==> config.mk <==
export PLATFORM = sky130hd
export DESIGN_NAME = pcfg_select_ctrl
export DESIGN_NICKNAME = d
export VERILOG_FILES = /design/src/rtl/pcfg_pkg.sv /design/src/rtl/pcfg_sync2.sv /design/src/rtl/pcfg_copy_engine.sv /design/src/rtl/pcfg_mode_ctrl.sv /design/src/rtl/pcfg_select_ctrl.sv
export SDC_FILE = /design/constraint.sdc
export NUM_CORES = 1
export LEC_CHECK = 0
export BUFFER_PORTS_ARGS = -buffer_cell sky130_fd_sc_hd__buf_2
export CAP_MARGIN = 25
export CORE_MARGIN = 4
export CORE_UTILIZATION = 61
export DETAILED_ROUTE_END_ITERATION = 10
export PLACE_DENSITY = 0.94
export SLEW_MARGIN = 30
export SYNTH_ARGS = -nofsm -noshare
export SYNTH_HDL_FRONTEND = slang
export SYNTH_SLANG_ARGS = --single-unit
export TNS_END_PERCENT = 10
==> constraint.sdc <==
create_clock -name clk -period 4.76 [get_ports clk]
set_input_delay 1.428 -clock clk [delete_from_list [all_inputs] [get_ports clk]]
set_output_delay 1.428 -clock clk [all_outputs]
set_load 0.005 [all_outputs]
==> src/rtl/pcfg_pkg.sv <==
package pcfg_pkg;

    typedef enum logic {
        MODE_SW = 1'b0,
        MODE_HW = 1'b1
    } mode_e;

    typedef enum logic [1:0] {
        CP_IDLE  = 2'd0,
        CP_READ  = 2'd1,
        CP_FLUSH = 2'd2,
        CP_SYNC  = 2'd3
    } copy_st_e;

    typedef struct packed {
        logic [1:0] cfg;
        logic       use_dflt;
    } load_req_t;

    // built-in serial-mode default word for a register index
    function automatic logic [7:0] dflt_byte(logic [7:0] idx);
        return 8'hC0 ^ (idx * 8'd5);
    endfunction

    // exactly one select bit differs
    function automatic logic one_bit_step(logic [1:0] a, logic [1:0] b);
        return (a ^ b) == 2'b01 || (a ^ b) == 2'b10;
    endfunction

    function automatic logic two_bit_step(logic [1:0] a, logic [1:0] b);
        return (a ^ b) == 2'b11;
    endfunction

endpackage

==> src/rtl/pcfg_sync2.sv <==
module pcfg_sync2 #(
    parameter int W = 2
) (
    input  logic         clk,
    input  logic [W-1:0] d_i,
    output logic [W-1:0] q_o
);
    logic [W-1:0] meta_q;
    logic [W-1:0] sync_q;

    always_ff @(posedge clk) begin
        meta_q <= d_i;
        sync_q <= meta_q;
    end

    assign q_o = sync_q;
endmodule

==> src/rtl/pcfg_copy_engine.sv <==
module pcfg_copy_engine
    import pcfg_pkg::*;
#(
    parameter int NREG = 8,
    parameter int DW   = 8,
    parameter int AW   = 3
) (
    input  logic          clk,
    input  logic          rst,
    input  logic          start_i,
    input  load_req_t     req_i,
    input  logic [DW-1:0] st_data_i,
    output logic          st_rd_en_o,
    output logic [1:0]    st_cfg_o,
    output logic [AW-1:0] st_addr_o,
    output logic          wr_en_o,
    output logic [AW-1:0] wr_addr_o,
    output logic [DW-1:0] wr_data_o,
    output logic          sync_o,
    output logic          busy_o,
    output logic          loaded_o
);
    localparam logic [AW-1:0] LAST = AW'(NREG - 1);

    copy_st_e      st_q;
    logic [AW-1:0] cnt_q;
    load_req_t     req_q;
    logic          rv_q;
    logic [AW-1:0] a_q;
    logic          loaded_q;

    always_ff @(posedge clk) begin
        if (rst) begin
            st_q     <= CP_IDLE;
            cnt_q    <= '0;
            req_q    <= '0;
            rv_q     <= 1'b0;
            a_q      <= '0;
            loaded_q <= 1'b0;
        end else begin
            rv_q <= (st_q == CP_READ);
            a_q  <= cnt_q;
            case (st_q)
                CP_IDLE: begin
                    if (start_i) begin
                        st_q  <= CP_READ;
                        cnt_q <= '0;
                        req_q <= req_i;
                    end
                end
                CP_READ: begin
                    if (cnt_q == LAST) st_q <= CP_FLUSH;
                    else               cnt_q <= cnt_q + 1'b1;
                end
                CP_FLUSH: st_q <= CP_SYNC;
                CP_SYNC: begin
                    st_q     <= CP_IDLE;
                    loaded_q <= 1'b1;
                end
                default: st_q <= CP_IDLE;
            endcase
        end
    end

    logic [7:0] dflt_w;
    assign dflt_w = dflt_byte(8'(a_q));

    assign st_rd_en_o = (st_q == CP_READ) && !req_q.use_dflt;
    assign st_cfg_o   = req_q.cfg;
    assign st_addr_o  = cnt_q;
    assign wr_en_o    = rv_q;
    assign wr_addr_o  = a_q;
    assign wr_data_o  = req_q.use_dflt ? DW'(dflt_w) : st_data_i;
    assign sync_o     = (st_q == CP_SYNC);
    assign busy_o     = (st_q != CP_IDLE);
    assign loaded_o   = loaded_q;
endmodule

==> src/rtl/pcfg_mode_ctrl.sv <==
module pcfg_mode_ctrl
    import pcfg_pkg::*;
#(
    parameter int SETTLE_CYC = 100000,
    parameter int HOLD_CYC   = 10000
) (
    input  logic       clk,
    input  logic       rst,
    input  logic       strap_i,
    input  logic [1:0] sel_raw_i,
    input  logic [1:0] sel_s_i,
    input  logic       load_en_i,
    input  logic       eng_busy_i,
    output logic       start_o,
    output load_req_t  req_o,
    output mode_e      mode_o,
    output logic [1:0] acc_o,
    output logic       err_o
);
    localparam int SCW = $clog2(SETTLE_CYC + 1);
    localparam int HCW = $clog2(HOLD_CYC + 1);

    mode_e          mode_q;
    logic [1:0]     sel_cap_q;
    logic           boot_q;
    logic [SCW-1:0] settle_q;
    logic [HCW-1:0] hold_q;
    logic [1:0]     acc_q;
    logic           err_q;
    logic           err_seen_q;

    logic settled, watch, accept, bad_step;

    assign settled  = (settle_q == SCW'(SETTLE_CYC));
    assign watch    = !boot_q && (mode_q == MODE_HW) && load_en_i && settled
                      && (hold_q == '0) && !eng_busy_i;
    assign accept   = watch && one_bit_step(sel_s_i, acc_q);
    assign bad_step = watch && two_bit_step(sel_s_i, acc_q);

    always_comb begin
        req_o = '0;
        if (boot_q) begin
            if (mode_q == MODE_HW) begin
                req_o.cfg = load_en_i ? sel_cap_q : 2'd0;
            end else begin
                req_o.use_dflt = load_en_i;
            end
        end else begin
            req_o.cfg = sel_s_i;
        end
    end

    assign start_o = boot_q || accept;

    always_ff @(posedge clk) begin
        if (rst) begin
            mode_q     <= strap_i ? MODE_HW : MODE_SW;
            sel_cap_q  <= sel_raw_i;
            boot_q     <= 1'b1;
            settle_q   <= '0;
            hold_q     <= '0;
            acc_q      <= '0;
            err_q      <= 1'b0;
            err_seen_q <= 1'b0;
        end else begin
            boot_q <= 1'b0;
            if (!settled) settle_q <= settle_q + 1'b1;
            if (start_o) begin
                acc_q <= req_o.cfg;
            end
            if (accept)            hold_q <= HCW'(HOLD_CYC);
            else if (hold_q != '0) hold_q <= hold_q - 1'b1;
            err_q <= bad_step && !err_seen_q;
            if (!two_bit_step(sel_s_i, acc_q)) err_seen_q <= 1'b0;
            else if (bad_step)                 err_seen_q <= 1'b1;
        end
    end

    assign mode_o = mode_q;
    assign acc_o  = acc_q;
    assign err_o  = err_q;
endmodule

==> src/rtl/pcfg_select_ctrl.sv <==
module pcfg_select_ctrl
    import pcfg_pkg::*;
#(
    parameter int NREG       = 8,
    parameter int DW         = 8,
    parameter int SETTLE_CYC = 100000,
    parameter int HOLD_CYC   = 10000,
    localparam int AW        = (NREG > 1) ? $clog2(NREG) : 1
) (
    input  logic          clk,
    input  logic          rst,
    input  logic          strap_i,
    input  logic [1:0]    sel_i,
    input  logic          load_en_i,
    output logic          st_rd_en_o,
    output logic [1:0]    st_cfg_o,
    output logic [AW-1:0] st_addr_o,
    input  logic [DW-1:0] st_data_i,
    output logic          wr_en_o,
    output logic [AW-1:0] wr_addr_o,
    output logic [DW-1:0] wr_data_o,
    output logic          sync_rst_o,
    output logic          hw_mode_o,
    output logic          bus_en_o,
    output logic          done_o,
    output logic [1:0]    active_cfg_o,
    output logic          sel_err_o
);
    logic [1:0] sel_s;
    logic       start;
    load_req_t  req;
    mode_e      mode;
    logic       busy, loaded;

    pcfg_sync2 #(.W(2)) u_sync (
        .clk (clk),
        .d_i (sel_i),
        .q_o (sel_s)
    );

    pcfg_mode_ctrl #(
        .SETTLE_CYC (SETTLE_CYC),
        .HOLD_CYC   (HOLD_CYC)
    ) u_ctrl (
        .clk        (clk),
        .rst        (rst),
        .strap_i    (strap_i),
        .sel_raw_i  (sel_i),
        .sel_s_i    (sel_s),
        .load_en_i  (load_en_i),
        .eng_busy_i (busy),
        .start_o    (start),
        .req_o      (req),
        .mode_o     (mode),
        .acc_o      (active_cfg_o),
        .err_o      (sel_err_o)
    );

    pcfg_copy_engine #(
        .NREG (NREG),
        .DW   (DW),
        .AW   (AW)
    ) u_copy (
        .clk        (clk),
        .rst        (rst),
        .start_i    (start),
        .req_i      (req),
        .st_data_i  (st_data_i),
        .st_rd_en_o (st_rd_en_o),
        .st_cfg_o   (st_cfg_o),
        .st_addr_o  (st_addr_o),
        .wr_en_o    (wr_en_o),
        .wr_addr_o  (wr_addr_o),
        .wr_data_o  (wr_data_o),
        .sync_o     (sync_rst_o),
        .busy_o     (busy),
        .loaded_o   (loaded)
    );

    assign hw_mode_o = (mode == MODE_HW);
    assign bus_en_o  = (mode == MODE_SW);
    assign done_o    = loaded && !busy;
endmodule

==> flow_summary.yaml, run 1 <==
yosys:
  synth_edf_count: 3
  yosysUniqueCellTypes: 52
  synth_most_common_cell: "dfxtp_1"
  ys_seq_elements: 56
  yosys_warnings: 0
  synth_ff_type: "dfxtp_1"
  synthTopCellsByArea: "dfxtp_1 39%, ha_1 6.4%, xor2_1 5.4%, nor2_1 4.7%, edfxtp_1 3.3%"
  synth_compound_area_share_pct: 8.946
  synth_top_area_share_pct: 38.70
  netlist_top_cells_count: "53 x dfxtp_1, 34 x nor2_1, 24 x nand2_1"
  synth_xor_area_share_pct: 7.987
  ys_async_sr_fraction_pct: 0
  syn_inst: 293
  synthSimpleGateAreaFrac_pct: 27.20
  synth_fa_ha_area_share_pct: 6.390
  synth_top_family_by_area: "simple AND/OR/NAND/NOR gates"
  ys_seq_area_share_pct: 41.99
  synth_nets: 321
  synth_mux_area_share_pct: 4.290
  synth_top_cell_by_area: "dfxtp_1"
  synthesis.area_mm2: 0.002741
  syn_avg_cell_area_um2: 9.356
worst_setup_path:
  crit_start: "st_data_i[4]"
  cp_max_fo: 1
  reg2reg_to: "u_ctrl.hold_q[11]"
  r2r_start: "u_ctrl.hold_q[0]"
  critPathKind: "in -> out"
  endpoint_kind: "primary output"
  critPathLaunchType: "primary input"
  r2r_setup_slack_ns: 2.15
  cp_data_required_time_ns: 3.33
  r2r.worst_path.cells: 7
  worstPathArrival_ns: 1.92
placed_design:
  place_hpwl_mm: 4.098
  placedCellCount: 373
  gp_congestion: 0.8602
  portBuffers: 38
clocking:
  htree_levels: 2
  insertion_delay_ns: 0.31
  postCtsSetupBuffers: 0
  cts_tree: "done"
  cts_sinks: 56
  clock_path_buffers: 2
  cts_buffers: 5
  cts_resized: 0
  root_buffer: "clkbuf_8"
  path_clk_slew_ns: 0.09
  hold_buffers: 0
finish:
  area_growth_pct: 11.00
  diodes: 0
  nets: 356
  drive_gt1_share_pct: 19.45
  fillCellCount: 315
  stdcell_count: 381
drt:
  vias_per_cell: 5.761
  wirelength_mm: 5.558
  first_pass_iters: 5
  wire_per_inst_um: 14.59
  drc: 0
  ant_nets: 0
  drtIter0Drc: 164
  via_count: 2195
timing:
  maxSlewViolCount: 0
  fmax_mhz: 298.4
  setup-tns-final_ns: 0
  tightestPinTransition_ns: 0.7964
  hold_viol: 0
  period_needed_ns: 3.351
  relSlewSlack_pct: 46.42
  setup_viol: 0
  skew_ns: 0.008056
  min_period_over_period_pct: 70.41
  rsz0062_at_grt: "false"
  whs_ns: 0.3386
power:
  leakage_nw: 1.317
  p_sw_w: 0.0005809
  pwr-share-comb_pct: 39.8
  swShare_pct: 38.30
  seqPwrFrac_pct: 42.8
  vdd_drop_max_mv: 0.2726
  p_clk_share_pct: 17.4
  intPower_w: 0.0009357
  power.density_mw_per_mm2: 498.4
outcome:
  status: "complete, no violations"
die:
  die_area_mm2: 0.005630
  fp.dieW_um: 75.04
  die_h_um: 75.04
  start_util_pct: 62.96
  num_io_pins: 39
  core_area_mm2: 0.004354
  rows: 24
global_route:
  grt_antenna_before_repair: 0
  grt_overflow: 0
  grt_pass1_wl_mm: 8.907
  grt_usage_pct: 20.70
  grt_max_degree: 38
  grt_pass1_vias: 2042
min_path:
  hold-path-endpoint: "u_sync.q_o[1]"
  hold_path.class: "reg -> reg"
  hold_start: "u_sync.meta_q[1]"
  hold-path-cell-count: 0
job:
  drv_cap: 0
metrics by stage:
step	setup slack [ns]	power, W	area [um2]	utilization [%]
5_1_grt	1.400	0.001627	3043	69.89
2_1_floorplan	1.637	0.001112	2741	-
6_report	1.409	0.001517	3043	69.89
3_5_place_dp	1.411	0.001248	2950	67.76
3_3_place_gp	1.432	0.001215	2950	67.76
4_1_cts	1.410	0.001517	3043	69.89
state kept, by name, indices dropped and copies added, names as in the netlist:
| name | flops |
|---|---|
| u_ctrl.mode_o | 1 |
| u_copy.st_cfg_o | 2 |
| u_ctrl.hold_q | 14 |
| u_copy.loaded_o | 1 |
| u_ctrl.sel_cap_q | 2 |
| u_ctrl.err_seen_q | 1 |
| u_ctrl.settle_q | 17 |
| u_ctrl.boot_q | 1 |
| u_copy.st_addr_o | 3 |
| u_copy.wr_addr_o | 3 |
| u_ctrl.acc_o | 2 |
| u_copy.wr_en_o | 1 |
| u_sync.meta_q | 2 |
| u_copy.req_q | 1 |
| u_sync.q_o | 2 |
| u_copy.st_q | 2 |
| u_ctrl.err_o | 1 |
per-layer routing:
layer  track usage [%]  routed length [um]  vias up
li1                  -                   -     1102
met1             23.48                2361     1033
met2             36.07                2826       49
met4             9.486                 108        0
met3             5.607                 260       11
met5                 0                   0        -
worst max-delay path by stage:
stage / to / slack, ns / cells past startpoint
final: wr_data_o[4] / 1.41 / 3
after global placement: wr_data_o[7] / 1.43 / 3
after detailed placement: wr_data_o[4] / 1.41 / 3
after CTS: wr_data_o[4] / 1.41 / 3
after global routing: wr_data_o[6] / 1.40 / 3
after floorplan: wr_data_o[6] / 1.64 / 1
critical path, cell delays in order:
cell	delay, ns
buf_2	0.10
mux2_2	0.26
buf_2	0.13
power groups by stage:
stage | clock (W) | combinational (W) | sequential, W
floorplan | 0 | 0.000477 | 0.000636
global placement | 0 | 0.000565 | 0.000651
detailed placement | 0 | 0.000592 | 0.000656
CTS | 0.000268 | 0.000602 | 0.000647
global route | 0.000285 | 0.000683 | 0.000659
finish | 0.000264 | 0.000604 | 0.000648
area by class of cell:
type | count | area (um2) | area share, %
repair buffers | 38 | 190.2 | 6.250
flip-flops and latches | 56 | 1151 | 37.83
well taps | 52 | 65.06 | 2.138
multi-input cells | 216 | 1503 | 49.38
clock buffers | 6 | 82.58 | 2.714
inverters | 11 | 41.29 | 1.357
clock inverters | 2 | 10.01 | 0.3289
cell families (layout without fill, tap and decap cells):
kind of cell               Yosys count  after routing
buffers and inverters               21             57
muxes                               11             11
AOI/OAI and AO/OA                   35             35
and+or+nand+nor                    131            131
DFF                                 56             56
xor gates and xnor gates            25             25
adders and majority gates           14             14
cells in the final DEF (no fill, tap or decap), drive strengths merged, types with 2 or more instances in the layout:
| cell | n |
|---|---|
| and2 | 3 |
| clkinv | 3 |
| nand4 | 12 |
| nor2 | 34 |
| o21ai | 10 |
| and3 | 5 |
| or2 | 2 |
| dfxtp | 53 |
| clkbuf | 6 |
| and4b | 3 |
| nand2 | 24 |
| a211oi | 3 |
| nor4b | 2 |
| edfxtp | 3 |
| a21o | 2 |
| nor2b | 8 |
| or3 | 4 |
| nor4 | 5 |
| inv | 10 |
| xnor2 | 8 |
| xor2 | 17 |
| nand2b | 2 |
| ha | 14 |
| nand3b | 2 |
| nand3 | 8 |
| or4 | 2 |
| mux2i | 5 |
| nor3 | 9 |
| buf | 38 |
| mux2 | 6 |
| nor3b | 3 |
| a32o | 2 |
| a21oi | 12 |
No activity file was read; power rests on OpenSTA's default activity.
==> inputs of run 2 (changes only) <==
CORE_UTILIZATION = 51   (was 61)
PLACE_DENSITY = 0.85   (was 0.94)
clock period = 3.03 ns   (was 4.76 ns; I/O delays follow)
==> flow_summary.yaml, run 2 (synthesis results as in run 1) <==
worst_setup_path:
  cp_data_required_time_ns: 2.12
  cp_max_fo: 3
  r2r_start: "u_ctrl.hold_q[1]"
  critPathLaunchType: "flop"
  critPathKind: "reg -> out"
  crit_start: "u_copy.wr_addr_o[0]"
  worstPathArrival_ns: 1.69
  endpoint_kind: "primary output"
placed_design:
  portBuffers: 38
  gp_congestion: 0.8619
  place_hpwl_mm: 3.958
clocking:
  htree_levels: 2
  clock_path_buffers: 2
  cts_tree: "done"
  cts_buffers: 5
  cts_resized: 0
  postCtsSetupBuffers: 0
  cts_sinks: 56
  insertion_delay_ns: 0.31
  path_clk_slew_ns: 0.10
  root_buffer: "clkbuf_8"
  hold_buffers: 0
timing:
  hold_viol: 0
  fmax_mhz: 385.0
  maxSlewViolCount: 0
  setup_viol: 0
  period_needed_ns: 2.597
  rsz0062_at_grt: "false"
  tightestPinTransition_ns: 0.8808
  skew_ns: 0.01195
  relSlewSlack_pct: 40.74
  min_period_over_period_pct: 85.73
  setup-tns-final_ns: 0
finish:
  final_common_cell: "dfxtp_1"
  area_growth_pct: 12.00
  nets: 358
  top_register: "u_ctrl.settle_q"
  layout_common_cells: "53 x dfxtp_1, 38 x buf_2, 34 x nor2_1"
  top_regs: "u_ctrl.settle_q (17), u_ctrl.hold_q (14)"
  largest_register_ffs: 17
  diodes: 0
  utilization_pct: 59.36
  drive_gt1_share_pct: 19.64
global_route:
  grt_pass1_vias: 1989
  grt_overflow: 0
  grt_pass1_wl_mm: 8.887
  grt_max_degree: 24
  grt_antenna_before_repair: 0
  grt_usage_pct: 17.06
power:
  power.density_mw_per_mm2: 762.8
  leakage_nw: 1.320
  vdd_drop_max_mv: 0.3266
die:
  num_io_pins: 39
  fp.dieW_um: 81.32
  rows: 26
  core_area_mm2: 0.005172
  die_h_um: 81.32
  start_util_pct: 53.00
  die_area_mm2: 0.006612
drt:
  drc: 0
  wire_per_inst_um: 13.17
  first_pass_iters: 4
  vias_per_cell: 5.399
  wirelength_mm: 5.282
  drtIter0Drc: 147
  ant_nets: 0
  via_count: 2165
min_path:
  hold_start: "u_sync.meta_q[1]"
  hold_path.class: "reg -> reg"
outcome:
  status: "complete, no violations"
job:
  drv_cap: 0
## run 2: changes by cell type in the layout (fill, tap and decap cells not counted)
cell	change
clkbuf_8	-1
clkinv_1	+1
buf_4	+2
## run 2: cell type report
cell class	instances	area, um2
Fill cell	445	2102
Multi-Input combinational cell	216	1503
Sequential cell	56	1151
Timing Repair Buffer	40	205.2
Tap cell	70	87.58
Clock buffer	5	68.82
Inverter	11	41.29
Clock inverter	3	13.76
## run 2: worst paths after layout
path	endpoint	slack [ns]	depth (start not counted)
worst min-delay path	u_sync.q_o[1]	0.34	0
worst min register to register	u_sync.q_o[1]	0.34	0
worst max register to register	u_ctrl.hold_q[1]	0.80	7
worst max-delay path	wr_data_o[4]	0.43	5
## run 2: critical path: stages, from the launching register on
cell and delay (ns):
dfxtp_1 0.34, ha_1 0.21, ha_1 0.18, ha_1 0.26, mux2_2 0.27, buf_2 0.13
## run 2: through the flow
step | instances | worst slack (ns) | cell area [um2] | hold WS, ns | power (W)
2_1_floorplan | 293 | 0.9308 | 2741 | 0.3096 | 0.001747
3_3_place_gp | 393 | 0.7357 | 2988 | 0.3103 | 0.001934
3_5_place_dp | 393 | 0.7253 | 2988 | 0.3128 | 0.001961
4_1_cts | 401 | 0.4188 | 3070 | 0.3362 | 0.002351
5_1_grt | 401 | 0.3773 | 3070 | 0.3423 | 0.002534
6_report | 401 | 0.4325 | 3070 | 0.3371 | 0.002342
## run 2: power by group
part | switching (W) | internal, W | total (W)
logic | 0.000508 | 0.000430 | 0.000938
registers | 0.000144 | 0.000870 | 0.00101
clock network | 0.000232 | 0.000158 | 0.000390
total | 0.000884 | 0.00146 | 0.00234
## run 2: per-layer routing
| layer | global-route usage, % | vias to the layer above | wire length, um |
|---|---|---|---|
| met5 | 0 | - | 0 |
| met4 | 6.250 | 0 | 55 |
| met3 | 3.880 | 7 | 194 |
| met2 | 28.58 | 38 | 2668 |
| met1 | 21.32 | 1017 | 2363 |
| li1 | - | 1103 | - |
==> inputs of run 3 (changes only) <==
CORE_UTILIZATION = 24   (was 51)
PLACE_DENSITY = 0.51   (was 0.85)
==> flow_summary.yaml, run 3 (synthesis results as in run 1) <==
drt:
  ant_nets: 0
  drtIter0Drc: 74
  first_pass_iters: 4
  wirelength_mm: 5.674
  wire_per_inst_um: 12.07
  drc: 0
  via_count: 2133
  vias_per_cell: 4.538
global_route:
  use_met3_pct: 2.579
  grt_overflow: 0
  grt_pass1_vias: 2084
  grt_max_degree: 25
  grt_pass1_wl_mm: 9.480
  grt_use_met2_pct: 14.27
  busiest_layer: "met2"
  grt_usage_pct: 8.729
  met1_usage_pct: 11.11
  grt_antenna_before_repair: 0
clocking:
  htree_levels: 2
  cts_resized: 0
  path_clk_slew_ns: 0.07
  cts_sinks: 56
  hold_buffers: 0
  insertion_delay_ns: 0.29
  clock_path_buffers: 2
  cts_buffers: 5
  cts_tree: "done"
  root_buffer: "clkbuf_16"
  postCtsSetupBuffers: 0
timing:
  fmax_mhz: 391.3
  rsz0062_at_grt: "false"
  setup_viol: 0
  period_needed_ns: 2.555
  setup_slack_ns: 0.4745
  maxSlewViolCount: 0
  skew_ns: 0.008781
  setup-tns-final_ns: 0
  relSlewSlack_pct: 60.95
  hold_viol: 0
  min_period_over_period_pct: 84.34
  tightestPinTransition_ns: 0.5803
finish:
  layout.area.seq_mm2: 0.001151
  drive_gt1_share_pct: 19.70
  top_register: "u_ctrl.settle_q"
  top_regs: "u_ctrl.settle_q (17), u_ctrl.hold_q (14)"
  largest_register_ffs: 17
  fillCellCount: 1167
  diodes: 0
  multiInputGateArea_mm2: 0.001503
  layout_common_cells: "53 x dfxtp_1, 38 x buf_2, 34 x nor2_1"
  area_growth_pct: 18.12
  final_common_cell: "dfxtp_1"
  nets: 359
outcome:
  status: "complete, no violations"
worst_setup_path:
  critPathKind: "reg -> out"
  cp_data_required_time_ns: 2.12
  critPathTopFamily: "adder cells"
  cp_cell_sequence: "ha_1, ha_1, ha_1, mux2_2, buf_2"
  endpoint_kind: "primary output"
  critPathLaunchType: "flop"
  cp_max_fo: 3
  r2r.worst_path.cells: 7
  worstPathArrival_ns: 1.65
  path_depth: 5
  slowest_delay_ns: 0.33
  timing.critical_path.mode_cell: "ha_1"
  cp.buffers_inverters: 1
  cpMaxStageDelayCell: "dfxtp_1"
power:
  leakage_nw: 1.356
  power.density_mw_per_mm2: 804.1
  vdd_drop_max_mv: 0.2473
die:
  start_util_pct: 24.85
  die_h_um: 114.9
  num_io_pins: 39
  rows: 38
  fp.dieW_um: 114.9
  core_area_mm2: 0.01103
  die_area_mm2: 0.01320
min_path:
  hold_path.class: "reg -> reg"
  hold-path-cell-count: 0
job:
  drv_cap: 0
placed_design:
  pre_cts_slack_ns: 0.7148
  place_hpwl_mm: 4.279
  gp_congestion: 0.7222
  portBuffers: 38
-- run 3: worst paths after layout --
path	from	to	slack, ns
max	u_copy.wr_addr_o[0]	wr_data_o[4]	0.47
min	u_sync.meta_q[0]	u_sync.q_o[0]	0.33
max reg2reg	u_ctrl.hold_q[0]	u_ctrl.hold_q[1]	0.75
min reg2reg	u_sync.meta_q[0]	u_sync.q_o[0]	0.33
-- run 3: per-layer routing --
metal	part of all wire, %	wire (um)	vias up
met2	46	2629	31
met3	4.5	255	8
met4	1.3	75	0
met1	48	2713	992
met5	0	0	-
li1	-	-	1102
-- run 3: layout make-up --
| class | instances | area share [%] |
|---|---|---|
| multi-input combinational | 216 | 46.41 |
| sequential | 56 | 35.55 |
| timing repair buffer | 41 | 6.569 |
| tap | 140 | 5.410 |
| clock buffer | 5 | 3.864 |
| inverter | 11 | 1.275 |
| clock inverter | 1 | 0.9274 |
-- run 3: report_power, final --
| group | switching (W) | internal (W) |
|---|---|---|
| clock | 0.000243 | 0.000381 |
| combinational | 0.000522 | 0.000443 |
| sequential | 0.000144 | 0.000871 |
-- run 3: per-stage QoR --
| step | area, um2 | total power (W) | util, % | hold WS, ns | instances |
|---|---|---|---|---|---|
| after floorplan | 2741 | 0.001747 | - | 0.3096 | 293 |
| after global placement | 3083 | 0.001980 | 27.95 | 0.3104 | 464 |
| after detailed placement | 3083 | 0.002007 | 27.95 | 0.3147 | 464 |
| after CTS | 3238 | 0.002643 | 29.36 | 0.3316 | 470 |
| after global routing | 3238 | 0.002813 | 29.36 | 0.3438 | 470 |
| final | 3238 | 0.002604 | 29.36 | 0.3285 | 470 |
-- run 3: worst register-to-register path, delay by kind of cell (launching register included) --
family	cells	cell delay, ns
AND/OR/NAND/NOR	3	1.05
flip-flops	1	0.34
adder cells (fa/ha/maj)	1	0.22
AO/OA/AOI/OAI	2	0.47
buffers and inverters	1	0.07
